<file path="config.mk">
export PLATFORM = sky130hd
export DESIGN_NAME = pms_seq
export DESIGN_NICKNAME = d
export VERILOG_FILES = /design/src/rtl/pms_pkg.sv /design/src/rtl/pms_array.sv /design/src/rtl/pms_rowbuf.sv /design/src/rtl/pms_seq.sv
export SDC_FILE = /design/constraint.sdc
export NUM_CORES = 1
export LEC_CHECK = 0
export BUFFER_PORTS_ARGS = -buffer_cell sky130_fd_sc_hd__clkbuf_2
export CORE_UTILIZATION = 43
export DETAILED_ROUTE_END_ITERATION = 8
export HOLD_SLACK_MARGIN = 0.02
export PLACE_DENSITY = 0.6
export SLEW_MARGIN = 20
export SYNTH_ARGS = -nofsm -noshare
export SYNTH_HDL_FRONTEND = slang
export SYNTH_SLANG_ARGS = --single-unit
</file>
<file path="constraint.sdc">
create_clock -name clk -period 2.7 [get_ports clk]
set_clock_uncertainty 0.05 [all_clocks]
set_input_delay 0.135 -clock clk [delete_from_list [all_inputs] [get_ports clk]]
set_output_delay 0.135 -clock clk [all_outputs]
set_load 0.005 [all_outputs]
</file>
<file path="src/rtl/pms_pkg.sv">
package pms_pkg;

    typedef enum logic [1:0] {
        ST_IDLE,
        ST_OPEN,
        ST_COL,
        ST_WB
    } seq_st_e;

    typedef enum logic [0:0] {
        NX_IDLE,
        NX_OPEN
    } after_wb_e;

endpackage

</file>
<file path="src/rtl/pms_array.sv">
module pms_array #(
    parameter int ROW_W  = 3,
    parameter int LINE_W = 64
) (
    input  logic              clk,
    input  logic              rst_n,
    input  logic              rd_en,
    input  logic [ROW_W-1:0]  rd_row,
    output logic [LINE_W-1:0] rd_line,
    input  logic              wr_en,
    input  logic [ROW_W-1:0]  wr_row,
    input  logic [LINE_W-1:0] wr_line
);
    localparam int ROWS = 1 << ROW_W;

    logic [LINE_W-1:0] cells_q [ROWS];

    assign rd_line = cells_q[rd_row];

    // reading a row drains it; only a write-back restores it
    always_ff @(posedge clk or negedge rst_n) begin
        if (!rst_n) begin
            for (int i = 0; i < ROWS; i++) cells_q[i] <= '0;
        end else begin
            if (rd_en) cells_q[rd_row] <= '0;
            if (wr_en) cells_q[wr_row] <= wr_line;
        end
    end
endmodule

</file>
<file path="src/rtl/pms_rowbuf.sv">
module pms_rowbuf #(
    parameter int COL_W  = 3,
    parameter int DATA_W = 8
) (
    input  logic                          clk,
    input  logic                          rst_n,
    input  logic                          load_en,
    input  logic [(1<<COL_W)*DATA_W-1:0]  load_line,
    input  logic                          wr_en,
    input  logic [COL_W-1:0]              col,
    input  logic [DATA_W-1:0]             wr_data,
    output logic [DATA_W-1:0]             rd_elem,
    output logic [(1<<COL_W)*DATA_W-1:0]  line
);
    localparam int COLS = 1 << COL_W;

    logic [(1<<COL_W)*DATA_W-1:0] line_q;
    logic [DATA_W-1:0]            elem [COLS];

    for (genvar g = 0; g < COLS; g++) begin : g_elem
        assign elem[g] = line_q[g*DATA_W +: DATA_W];
    end

    assign rd_elem = elem[col];
    assign line    = line_q;

    always_ff @(posedge clk or negedge rst_n) begin
        if (!rst_n) begin
            line_q <= '0;
        end else if (load_en) begin
            line_q <= load_line;
        end else if (wr_en) begin
            for (int c = 0; c < COLS; c++) begin
                if (col == COL_W'(c)) line_q[c*DATA_W +: DATA_W] <= wr_data;
            end
        end
    end
endmodule

</file>
<file path="src/rtl/pms_seq.sv">
module pms_seq
    import pms_pkg::*;
#(
    parameter int ROW_W     = 3,
    parameter int COL_W     = 3,
    parameter int DATA_W    = 8,
    parameter int ROW_CYC   = 16,
    parameter int COL_CYC   = 2,
    parameter int BURST_LEN = 4
) (
    input  logic                                   clk,
    input  logic                                   rst_n,
    input  logic                                   acc_req,
    input  logic [ROW_W+COL_W-1:0]                 acc_addr,
    input  logic                                   acc_wr,
    input  logic                                   acc_burst,
    input  logic [DATA_W-1:0]                      acc_wdata,
    output logic                                   acc_gnt,
    input  logic                                   rfsh_gnt,
    input  logic [ROW_W-1:0]                       rfsh_row,
    output logic                                   rfsh_ack,
    output logic                                   row_stb,
    output logic                                   col_stb,
    output logic [(ROW_W>COL_W?ROW_W:COL_W)-1:0]   mem_addr,
    output logic [DATA_W-1:0]                      rd_data,
    output logic                                   rd_valid
);
    localparam int ADDR_W  = ROW_W + COL_W;
    localparam int MUX_W   = (ROW_W > COL_W) ? ROW_W : COL_W;
    localparam int LINE_W  = (1 << COL_W) * DATA_W;
    localparam int MAX_CYC = (ROW_CYC > COL_CYC) ? ROW_CYC : COL_CYC;
    localparam int CNT_W   = $clog2(MAX_CYC + 1);
    localparam int BL_W    = $clog2(BURST_LEN + 1);

    typedef struct packed {
        seq_st_e           st;
        logic [CNT_W-1:0]  cnt;
        logic [ROW_W-1:0]  row;
        logic [COL_W-1:0]  col;
        logic              wr;
        logic [DATA_W-1:0] wdata;
        logic [BL_W-1:0]   left;
        logic              open_v;
        logic [ROW_W-1:0]  open_row;
        after_wb_e         nx;
        logic              is_rf;
        logic [DATA_W-1:0] rd_data;
        logic              rd_valid;
    } seq_s;

    seq_s s_d, s_q;

    logic              arr_rd, arr_wr, buf_load, buf_wr;
    logic [LINE_W-1:0] arr_line, buf_line;
    logic [DATA_W-1:0] buf_elem;
    logic [ROW_W-1:0]  req_row;
    logic [COL_W-1:0]  req_col;

    assign req_row = acc_addr[ADDR_W-1:COL_W];
    assign req_col = acc_addr[COL_W-1:0];

    pms_array #(.ROW_W(ROW_W), .LINE_W(LINE_W)) u_array (
        .clk     (clk),
        .rst_n   (rst_n),
        .rd_en   (arr_rd),
        .rd_row  (s_q.row),
        .rd_line (arr_line),
        .wr_en   (arr_wr),
        .wr_row  (s_q.open_row),
        .wr_line (buf_line)
    );

    pms_rowbuf #(.COL_W(COL_W), .DATA_W(DATA_W)) u_rowbuf (
        .clk       (clk),
        .rst_n     (rst_n),
        .load_en   (buf_load),
        .load_line (arr_line),
        .wr_en     (buf_wr),
        .col       (s_q.col),
        .wr_data   (s_q.wdata),
        .rd_elem   (buf_elem),
        .line      (buf_line)
    );

    always_comb begin
        s_d          = s_q;
        s_d.rd_valid = 1'b0;
        acc_gnt      = 1'b0;
        rfsh_ack     = 1'b0;
        arr_rd       = 1'b0;
        arr_wr       = 1'b0;
        buf_load     = 1'b0;
        buf_wr       = 1'b0;
        unique case (s_q.st)
            ST_IDLE: begin
                if (rfsh_gnt) begin
                    rfsh_ack  = 1'b1;
                    s_d.row   = rfsh_row;
                    s_d.is_rf = 1'b1;
                    s_d.cnt   = CNT_W'(ROW_CYC - 1);
                    s_d.nx    = NX_OPEN;
                    s_d.st    = s_q.open_v ? ST_WB : ST_OPEN;
                end else if (acc_req) begin
                    acc_gnt   = 1'b1;
                    s_d.row   = req_row;
                    s_d.col   = req_col;
                    s_d.wr    = acc_wr;
                    s_d.wdata = acc_wdata;
                    s_d.is_rf = 1'b0;
                    s_d.nx    = NX_OPEN;
                    s_d.left  = (acc_burst && !acc_wr) ? BL_W'(BURST_LEN - 1) : '0;
                    if (s_q.open_v && s_q.open_row == req_row) begin
                        s_d.st  = ST_COL;
                        s_d.cnt = CNT_W'(COL_CYC - 1);
                    end else begin
                        s_d.st  = s_q.open_v ? ST_WB : ST_OPEN;
                        s_d.cnt = CNT_W'(ROW_CYC - 1);
                    end
                end
            end
            ST_OPEN: begin
                if (s_q.cnt == '0) begin
                    arr_rd       = 1'b1;
                    buf_load     = 1'b1;
                    s_d.open_v   = 1'b1;
                    s_d.open_row = s_q.row;
                    if (s_q.is_rf) begin
                        s_d.st  = ST_WB;
                        s_d.nx  = NX_IDLE;
                        s_d.cnt = CNT_W'(ROW_CYC - 1);
                    end else begin
                        s_d.st  = ST_COL;
                        s_d.cnt = CNT_W'(COL_CYC - 1);
                    end
                end else begin
                    s_d.cnt = s_q.cnt - 1'b1;
                end
            end
            ST_COL: begin
                if (s_q.cnt == '0) begin
                    if (s_q.wr) begin
                        buf_wr = 1'b1;
                    end else begin
                        s_d.rd_data  = buf_elem;
                        s_d.rd_valid = 1'b1;
                    end
                    if (s_q.left != '0) begin
                        s_d.left = s_q.left - 1'b1;
                        s_d.col  = s_q.col + 1'b1;
                        s_d.cnt  = CNT_W'(COL_CYC - 1);
                    end else begin
                        s_d.st = ST_IDLE;
                    end
                end else begin
                    s_d.cnt = s_q.cnt - 1'b1;
                end
            end
            ST_WB: begin
                if (s_q.cnt == '0) begin
                    arr_wr     = 1'b1;
                    s_d.open_v = 1'b0;
                    if (s_q.nx == NX_OPEN) begin
                        s_d.st  = ST_OPEN;
                        s_d.cnt = CNT_W'(ROW_CYC - 1);
                    end else begin
                        s_d.st = ST_IDLE;
                    end
                end else begin
                    s_d.cnt = s_q.cnt - 1'b1;
                end
            end
            default: s_d.st = ST_IDLE;
        endcase
    end

    always_ff @(posedge clk or negedge rst_n) begin
        if (!rst_n) begin
            s_q    <= '0;
            s_q.st <= ST_IDLE;
            s_q.nx <= NX_IDLE;
        end else begin
            s_q <= s_d;
        end
    end

    always_comb begin
        row_stb  = (s_q.st == ST_OPEN) || (s_q.st == ST_WB);
        col_stb  = (s_q.st == ST_COL);
        mem_addr = '0;
        if (s_q.st == ST_OPEN) mem_addr = MUX_W'(s_q.row);
        if (s_q.st == ST_WB)   mem_addr = MUX_W'(s_q.open_row);
        if (s_q.st == ST_COL)  mem_addr = MUX_W'(s_q.col);
    end

    assign rd_data  = s_q.rd_data;
    assign rd_valid = s_q.rd_valid;
endmodule

</file>
==> results of run 1 <==
state kept, by name, summed over array words and instances, names as in the netlist:
name	cells
rd_data	8
s_q	31
rd_valid	1
u_array.cells_q	512
u_rowbuf.line	64
Yosys cell counts, drive strengths merged:
library cell,count
nand3,48
and3,1
mux2i,31
a21oi,32
nor3,2
mux2,13
mux4,144
xor2,1
ha,9
clkbuf,157
or4,3
nand3b,1
nor4,8
nand2,551
and3b,2
or4b,2
or2,3
nor4b,2
a22oi,7
and4,2
dfrtp,616
and2,4
a211oi,16
a21o,2
o22ai,2
xnor2,3
o31ai,2
a32oi,1
o211ai,90
or3,1
nand4,10
a22o,259
nor2b,23
nor2,17
a31oi,2
a311oi,1
o21a,1
inv,13
buf,133
a32o,2
nand2b,50
o21ai,274
logic make-up after synthesis:
family / count (synthesis) / synth area share (%)
fa+ha+maj: 9 / 0.390
flops: 616 / 53.4
compound gates: 691 / 16.6
simple gates: 730 / 11.1
mux: 188 / 12.8
xor+xnor: 4 / 0.121
buf+inv: 303 / 5.66
path summary, 6_finish.rpt:
path	startpoint	endpoint	slack, ns
hold / removal	acc_req	s_q[34]	0.07
max in group asynchronous	rst_n	s_q[30]	1.75
setup / recovery	s_q[33]	u_array.cells_q[238]	0.20
setup reg to reg	s_q[33]	u_array.cells_q[238]	0.20
hold reg to reg	rd_data[0]	rd_data[0]	0.44
min in group asynchronous	rst_n	u_array.cells_q[222]	0.11
critical path, cell delays in order (launching register included):
cell,delay (ns)
dfrtp_1,0.41
inv_1,0.08
ha_1,0.20
nand2_1,0.31
buf_4,0.27
nor4_4,0.40
buf_4,0.44
a22o_1,0.22
per-stage QoR:
stage | cell area [sq um] | worst slack [ns] | cells
3_3_place_gp | 29900 | 0.283 | 3261
5_1_grt | 32500 | 0.0444 | 3411
6_report | 32500 | 0.197 | 3411
3_5_place_dp | 29900 | 0.244 | 3261
4_1_cts | 32500 | 0.217 | 3411
2_1_floorplan | 28900 | 0.459 | 2541
placed cells by master, fill, tap and decap left out, drive strengths merged, types with 3 or more instances in the layout:
master,netlist,final
xnor2,3,3
a22oi,7,7
or4,3,3
a22o,259,259
nand2b,50,50
clkinv,0,13
o211ai,90,90
buf,133,110
clkbuf,157,141
or2,3,3
nand2,551,551
mux2i,31,31
nor2b,23,23
nor2,17,17
inv,13,16
nor4,8,8
a211oi,16,16
dfrtp,616,616
nand3,48,48
bufinv,0,4
mux4,144,144
mux2,13,13
nand4,10,10
a21oi,32,32
ha,9,9
dlygate4sd3,0,23
and2,4,4
o21ai,274,274
where the power goes:
part	switching (W)	total [W]	internal (W)	leakage [nW]
combinational	0.00453	0.00864	0.00411	4.69
sequential	0.00265	0.0140	0.0114	8.44
clock	0.00387	0.00967	0.00580	1.16
layer usage:
layer,global-route usage (%),share of wire (%),vias up
li1,-,-,9037
met4,8.56,2.7,4
met2,39.6,46,863
met5,0,0.027,-
met3,5.47,8.1,153
met1,35.5,43,10800
area by class of cell:
| type | count | area [sq um] |
|---|---|---|
| clock buffers | 104 | 2110 |
| flip-flops and latches | 616 | 15400 |
| fillers | 5795 | 33600 |
| well taps | 864 | 1080 |
| repair buffers | 170 | 1700 |
| inverters | 13 | 48.8 |
| clock inverters | 22 | 238 |
| multi-input cells | 1622 | 11900 |
==> impl_results.md, run 1 <==
* Cts hold-fix bufs at 24
* Die W at 261 um
* Clock tree buffer depth at 3
* Starting Density at 43.7%
* RSZ-0062 raised after global routing: false
* Distinct cells, synth at 55
* Worst skew pair latency at just over 0.6 ns
* Layout Nets at roughly 2.5k
* Max-slew headroom at a little over two fifths
* WS Path Type: reg2reg
* Clock-pin slew on the worst setup and hold paths at 0.06 ns
* Register area share after synthesis at 53.4%
* Worst r2r path cells at 7
* CP required at 3.17 ns
* PortBufs at 38
* Critical path capture point type: flop
* Failing checks: DRC
* Total power at 0.0323 W
* Setup_tns at 0 ns
* Initial antenna violation count at 3
* HP Class: in2reg
* Mapped Nets at 2,573
* Fmax at 400 MHz
* CTS sink count at around 600
* Grt ovf at 0
* Max_cap viols at 0
* Final wirelength at ~85,000 um
* Top-area cell type share of the netlist area at a little over half
* Largest net degree at the start of global routing at 127
* DIE AREA at about 68,000 sq um
* Synth area leader: dfrtp_1
* Setup Viol. Count Final at 0
* CP Data Arrival Time at 2.97 ns
* # rows at 94
* Layout cells sized above 1 at 17.5%
* CTS root buf: clkbuf_16
* Number of setup buffers added after CTS at 0
* 1st-iter DRT viols at 2,021
* I/O pin cnt at 39
* Post-DP HPWL at 47,700 um
* Syn_area_per_cell at 11.4 sq um
* H-Tree Depth at 3
* CP Launch Type: flop
* VDD IR max at between 0.4 and 0.5 mV
* Vias/cell at 6.11
* Core Footprint at 66,100 sq um
* Drt pass-1 iters at 9
* First-pass GRT wire length at roughly 130,000 um
* All-Layer GR Usage at 25.4%
* Power Density at 993 nW/um^2
* WHS at 0.0750 ns
* Fin util at 49.2%
* Cts bufs inserted at a little under 70
* Leakage at 14.3 nW
* Chip height at about 260 um
* Area contributors post-synth: dfrtp_1 53%, mux4_2 11%, a22o_1 7.9%
* Final period util at 92.7%
* CP max FO at 24
* Final Hold Viols at 0
* WHS Path Cells at 5
* Worst Tran Pin Value at about 0.85 ns
* Seq cells post-synth at roughly 620
* Diode count at 0
* CTS-repair resized insts at 0
* Max-slew violation count at 0
* Outcome: finished with violations
* Final ANT Viol Nets at 0
* TritonCTS clock tree: yes
* Gate Count Post-Synth at 2,541
* Mapped cell area at 28,900 sq um
* Period minus WS final at 2.50 ns
* DR vias at 20.9k
* RePlAce Congestion at 0.830
* Number of global-route vias before repair at 21.2k
* Avg WL per Cell at 24.8 um
* Area Growth Syn to Fin at 12.7%
* # DRC at 8
* Yosys Warn Count at 0
(Power assumes the default switching activity.)
==> run 2: changes to the inputs <==
--- a/config.mk
+++ b/config.mk
@@ -5,6 +5,7 @@
 export SDC_FILE = /design/constraint.sdc
 export NUM_CORES = 1
 export LEC_CHECK = 0
+export ABC_AREA = 1
 export BUFFER_PORTS_ARGS = -buffer_cell sky130_fd_sc_hd__clkbuf_2
 export CORE_UTILIZATION = 43
 export DETAILED_ROUTE_END_ITERATION = 8
==> constraint.sdc (replaced) <==
create_clock -name clk -period 2.8 [get_ports clk]
set_clock_uncertainty 0.05 [all_clocks]
set_input_delay 0.14 -clock clk [delete_from_list [all_inputs] [get_ports clk]]
set_output_delay 0.14 -clock clk [all_outputs]
set_load 0.005 [all_outputs]
==> impl_results.md, run 2 <==
* Most used cell, CP: nand3_1 (was buf_4)
* PortBufs at 38 (unchanged)
* Avg WL per Cell at 20.3 um (was 24.8 um)
* All-Layer GR Usage at 28.2% (was 25.4%)
* Top Family by Delay on Critical Path: simple AND/OR/NAND/NOR gates (was buffers and inverters)
* Grt ovf at 0 (unchanged)
* Seq cells post-synth at 616 (unchanged)
* Placed cell count at 4,971 (was 3,261)
* Drt pass-1 iters at 6 (was 9)
* H-Tree Depth at 3 (unchanged)
* Max reg flops at 512 (unchanged)
* Starting Density at 43.4% (was 43.7%)
* Synth Area in Compound Gates at 8.74% (was 16.6%)
* Main combinational cell family by area after synthesis: simple AND/OR/NAND/NOR gates (was compound AO/OA/AOI/OAI gates)
* Filler cells at 7,224 (was 5,795)
* HP Class: in2async (was in2reg)
* RSZ-0062 raised after global routing: false (unchanged)
* Post-synth EDFFs at 0 (unchanged)
* Leakage at 17.5 nW (was 14.3 nW)
* Layout cells sized above 1 at 8.37% (was 17.5%)
* Critical path buffers and inverters at 2 (was 3)
* Chip height at 273 um (was 261 um)
* Yosys Warn Count at 0 (unchanged)
* CP Launch Type: flop (unchanged)
* Core Footprint at 72,800 sq um (was 66,100 sq um)
* Distinct cells, synth at 34 (was 55)
* Setup_tns at 0 ns (unchanged)
* Total power at 0.0286 W (was 0.0323 W)
* Asr flop ratio synth at 100% (unchanged)
* Synth top cells by count: 1,499 x nand2_1, 616 x dfrtp_1, 612 x nand3_1 (was 616 x dfrtp_1, 551 x nand2_1, 259 x a22o_1)
* Fmax at 393 MHz (was 400 MHz)
* Most common cell in the synthesized netlist: nand2_1 (was dfrtp_1)
* DR vias at 27.9k (was 20.9k)
* FF-to-FF Start: s_q[33] (unchanged)
* Worst Tran Pin Value at 1.04 ns (was 0.846 ns)
* XOR/XNOR Fraction of Synth Area at 0.0554% (was 0.121%)
* First-pass GRT wire length at 163,000 um (was 131,000 um)
* Outcome: finished, final reports clean (was finished with violations)
* DIE AREA at 74,600 sq um (was 68,200 sq um)
* WS Path Type: reg2reg (unchanged)
* VDD IR max at 1.13 mV (was 0.490 mV)
* Clock tree buffer depth at 3 (unchanged)
* CTS root buf: clkbuf_16 (unchanged)
* Max_cap viols at 0 (unchanged)
* CP Data Arrival Time at 2.98 ns (was 2.97 ns)
* Cts bufs inserted at 70 (was 69)
* # rows at 99 (was 94)
* Most frequent cells in the layout: 1,497 x nand2_1, 614 x dfrtp_1, 609 x nand3_1 (was 613 x dfrtp_1, 551 x nand2_1, 259 x a22o_1)
* Area Growth Syn to Fin at 10.9% (was 12.7%)
* Clock-pin slew on the worst setup and hold paths at 0.06 ns (about the same)
* Multi-input combinational cell area at 13,200 sq um (was 11,900 sq um)
* Final period util at 90.8% (was 92.7%)
* Register area at 15,400 sq um (about the same)
* Fin cells at 5,119 (was 3,411)
* R2R Path End: u_rowbuf.line[60] (was u_array.cells_q[238])
* Worst skew pair latency at 0.61 ns (about the same)
* Number of setup buffers added after CTS at 0 (unchanged)
* Vias/cell at 5.45 (was 6.11)
* Top reg by flops: u_array.cells_q (unchanged)
* Mapped Nets at 4,258 (was 2,573)
* Syn_area_per_cell at 7.48 sq um (was 11.4 sq um)
* TritonCTS clock tree: yes (unchanged)
* I/O pin cnt at 39 (unchanged)
* Post-synthesis mux area share at 0% (was 12.8%)
* Layout Nets at 4,141 (was 2,524)
* Setup Viol. Count Final at 0 (unchanged)
* Period minus WS final at 2.54 ns (was 2.50 ns)
* Critical path capture point type: flop (unchanged)
* Max-slew headroom at 30.6% (was 43.6%)
* Adder-cell share of the synthesized area at 0.356% (was 0.390%)
* Worst Setup SP: s_q[33] (unchanged)
* RePlAce Congestion at 0.839 (was 0.830)
* Fin util at 48.2% (was 49.2%)
* Post-Synth Simple-Gate Area at 32.3% (was 11.1%)
* Mapped cell area at 31,600 sq um (was 28,900 sq um)
* Die W at 273 um (was 261 um)
* Register area share after synthesis at 48.7% (was 53.4%)
* Initial antenna violation count at 1 (was 3)
* Synth area leader: dfrtp_1 (unchanged)
* Number of global-route vias before repair at 26.7k (was 21.2k)
* Crit-path cells: inv_1 > ha_1 > buf_4 > nand4_1 > nor2_2 > nand2_1 > nand3_1 > nand3_1 (was inv_1 > ha_1 > nand2_1 > buf_4 > nor4_4 > buf_4 > a22o_1)
* Final ANT Viol Nets at 0 (unchanged)
* Commonest non-fill, non-tap cell in the layout: nand2_1 (was dfrtp_1)
* Gate Count Post-Synth at 4,226 (was 2,541)
* Post-DP HPWL at 62,200 um (was 47,700 um)
* CP required at 3.24 ns (was 3.17 ns)
* Power Density at 815 nW/um^2 (was 993 nW/um^2)
* Largest net degree at the start of global routing at 88 (was 127)
* Max-slew violation count at 0 (unchanged)
* # DRC at 0 (was 8)
* 1st-iter DRT viols at 2,562 (was 2,021)
* CTS sink count at 616 (unchanged)
* CP max FO at 8 (was 24)
* Worst r2r path cells at 8 (was 7)
* Ys flop type: dfrtp_1 (unchanged)
* Top-area cell type share of the netlist area at 48.7% (was 53.4%)
* Slowest stage cell, crit path: nand2_1 (was buf_4)
* CP peak stage delay at 0.57 ns (was 0.44 ns)
* Area contributors post-synth: dfrtp_1 49%, nand2_1 18%, nand3_1 9.7% (was dfrtp_1 53%, mux4_2 11%, a22o_1 7.9%)
* Final Hold Viols at 0 (unchanged)
* Final wirelength at 104,000 um (was 84,800 um)
* Flop-to-flop setup slack at 0.26 ns (was 0.20 ns)
-- run 2: cell count changes in the layout (fill, tap and decap cells not counted), sizes merged, moves of 13 or more --
cell    previous run  this run
a211oi            16         0
a22o             259         0
inv               16       351
mux2              13         0
mux2i             31         0
mux4             144         0
nand2            551      1510
nand2b            50         0
nand3             48       614
nand4             10        25
nor2              17       175
nor2b             23         0
o21ai            274       397
or2                3        64
-- run 2: area by class of cell --
class | instances | area share (%)
Clock inverter | 13 | 0.464
Tap cell | 959 | 3.42
Inverter | 349 | 3.74
Clock buffer | 109 | 5.87
Multi-Input combinational cell | 2911 | 37.7
Timing Repair Buffer | 161 | 4.84
Antenna cell | 1 | 0.00713
Sequential cell | 616 | 44.0
-- run 2: logic make-up after synthesis --
| kind of cell | Yosys count |
|---|---|
| flip-flops | 616 |
| adder cells (fa/ha/maj) | 9 |
| AND/OR/NAND/NOR | 2393 |
| AO/OA/AOI/OAI | 507 |
| buffers and inverters | 699 |
| XOR/XNOR | 2 |
-- run 2: worst max-delay path by stage --
stage / to / slack [ns] / cells after the start
2_1_floorplan: u_array.cells_q[398] / 0.94 / 9
6_report: u_rowbuf.line[60] / 0.26 / 8
5_1_grt: u_rowbuf.line[46] / 0.14 / 8
3_3_place_gp: u_rowbuf.line[37] / 0.41 / 8
3_5_place_dp: u_rowbuf.line[38] / 0.33 / 7
4_1_cts: u_rowbuf.line[47] / 0.32 / 8
-- run 2: stage by stage --
stage | hold slack, ns | area, sq um | setup slack, ns
after floorplan | -0.206 | 31600 | 0.937
after global placement | 0.115 | 32600 | 0.413
after detailed placement | 0.119 | 32600 | 0.328
after CTS | 0.0334 | 35100 | 0.317
after global routing | 0.0950 | 35100 | 0.140
final | 0.0364 | 35100 | 0.258
-- run 2: routing by layer --
metal  GRT usage [%]  wire (um)  vias up
met5               0          0        -
met4            8.85       2740        0
met3            3.86       7420      181
met2            45.3      48000     1094
met1            39.6      46000    13400
li1                -          -    13200
-- run 2: where the power goes --
| part | internal (W) | switching (W) |
|---|---|---|
| Clock | 0.00533 | 0.00380 |
| Sequential | 0.00944 | 0.00133 |
| Combinational | 0.00273 | 0.00594 |
| Total | 0.0175 | 0.0111 |
-- run 2: repair_timing --
item | 4_1_cts | 5_1_grt
hold endpoints to repair | 397 | 0
gates resized for setup | 0 | 0
hold buffers | 25 | 0
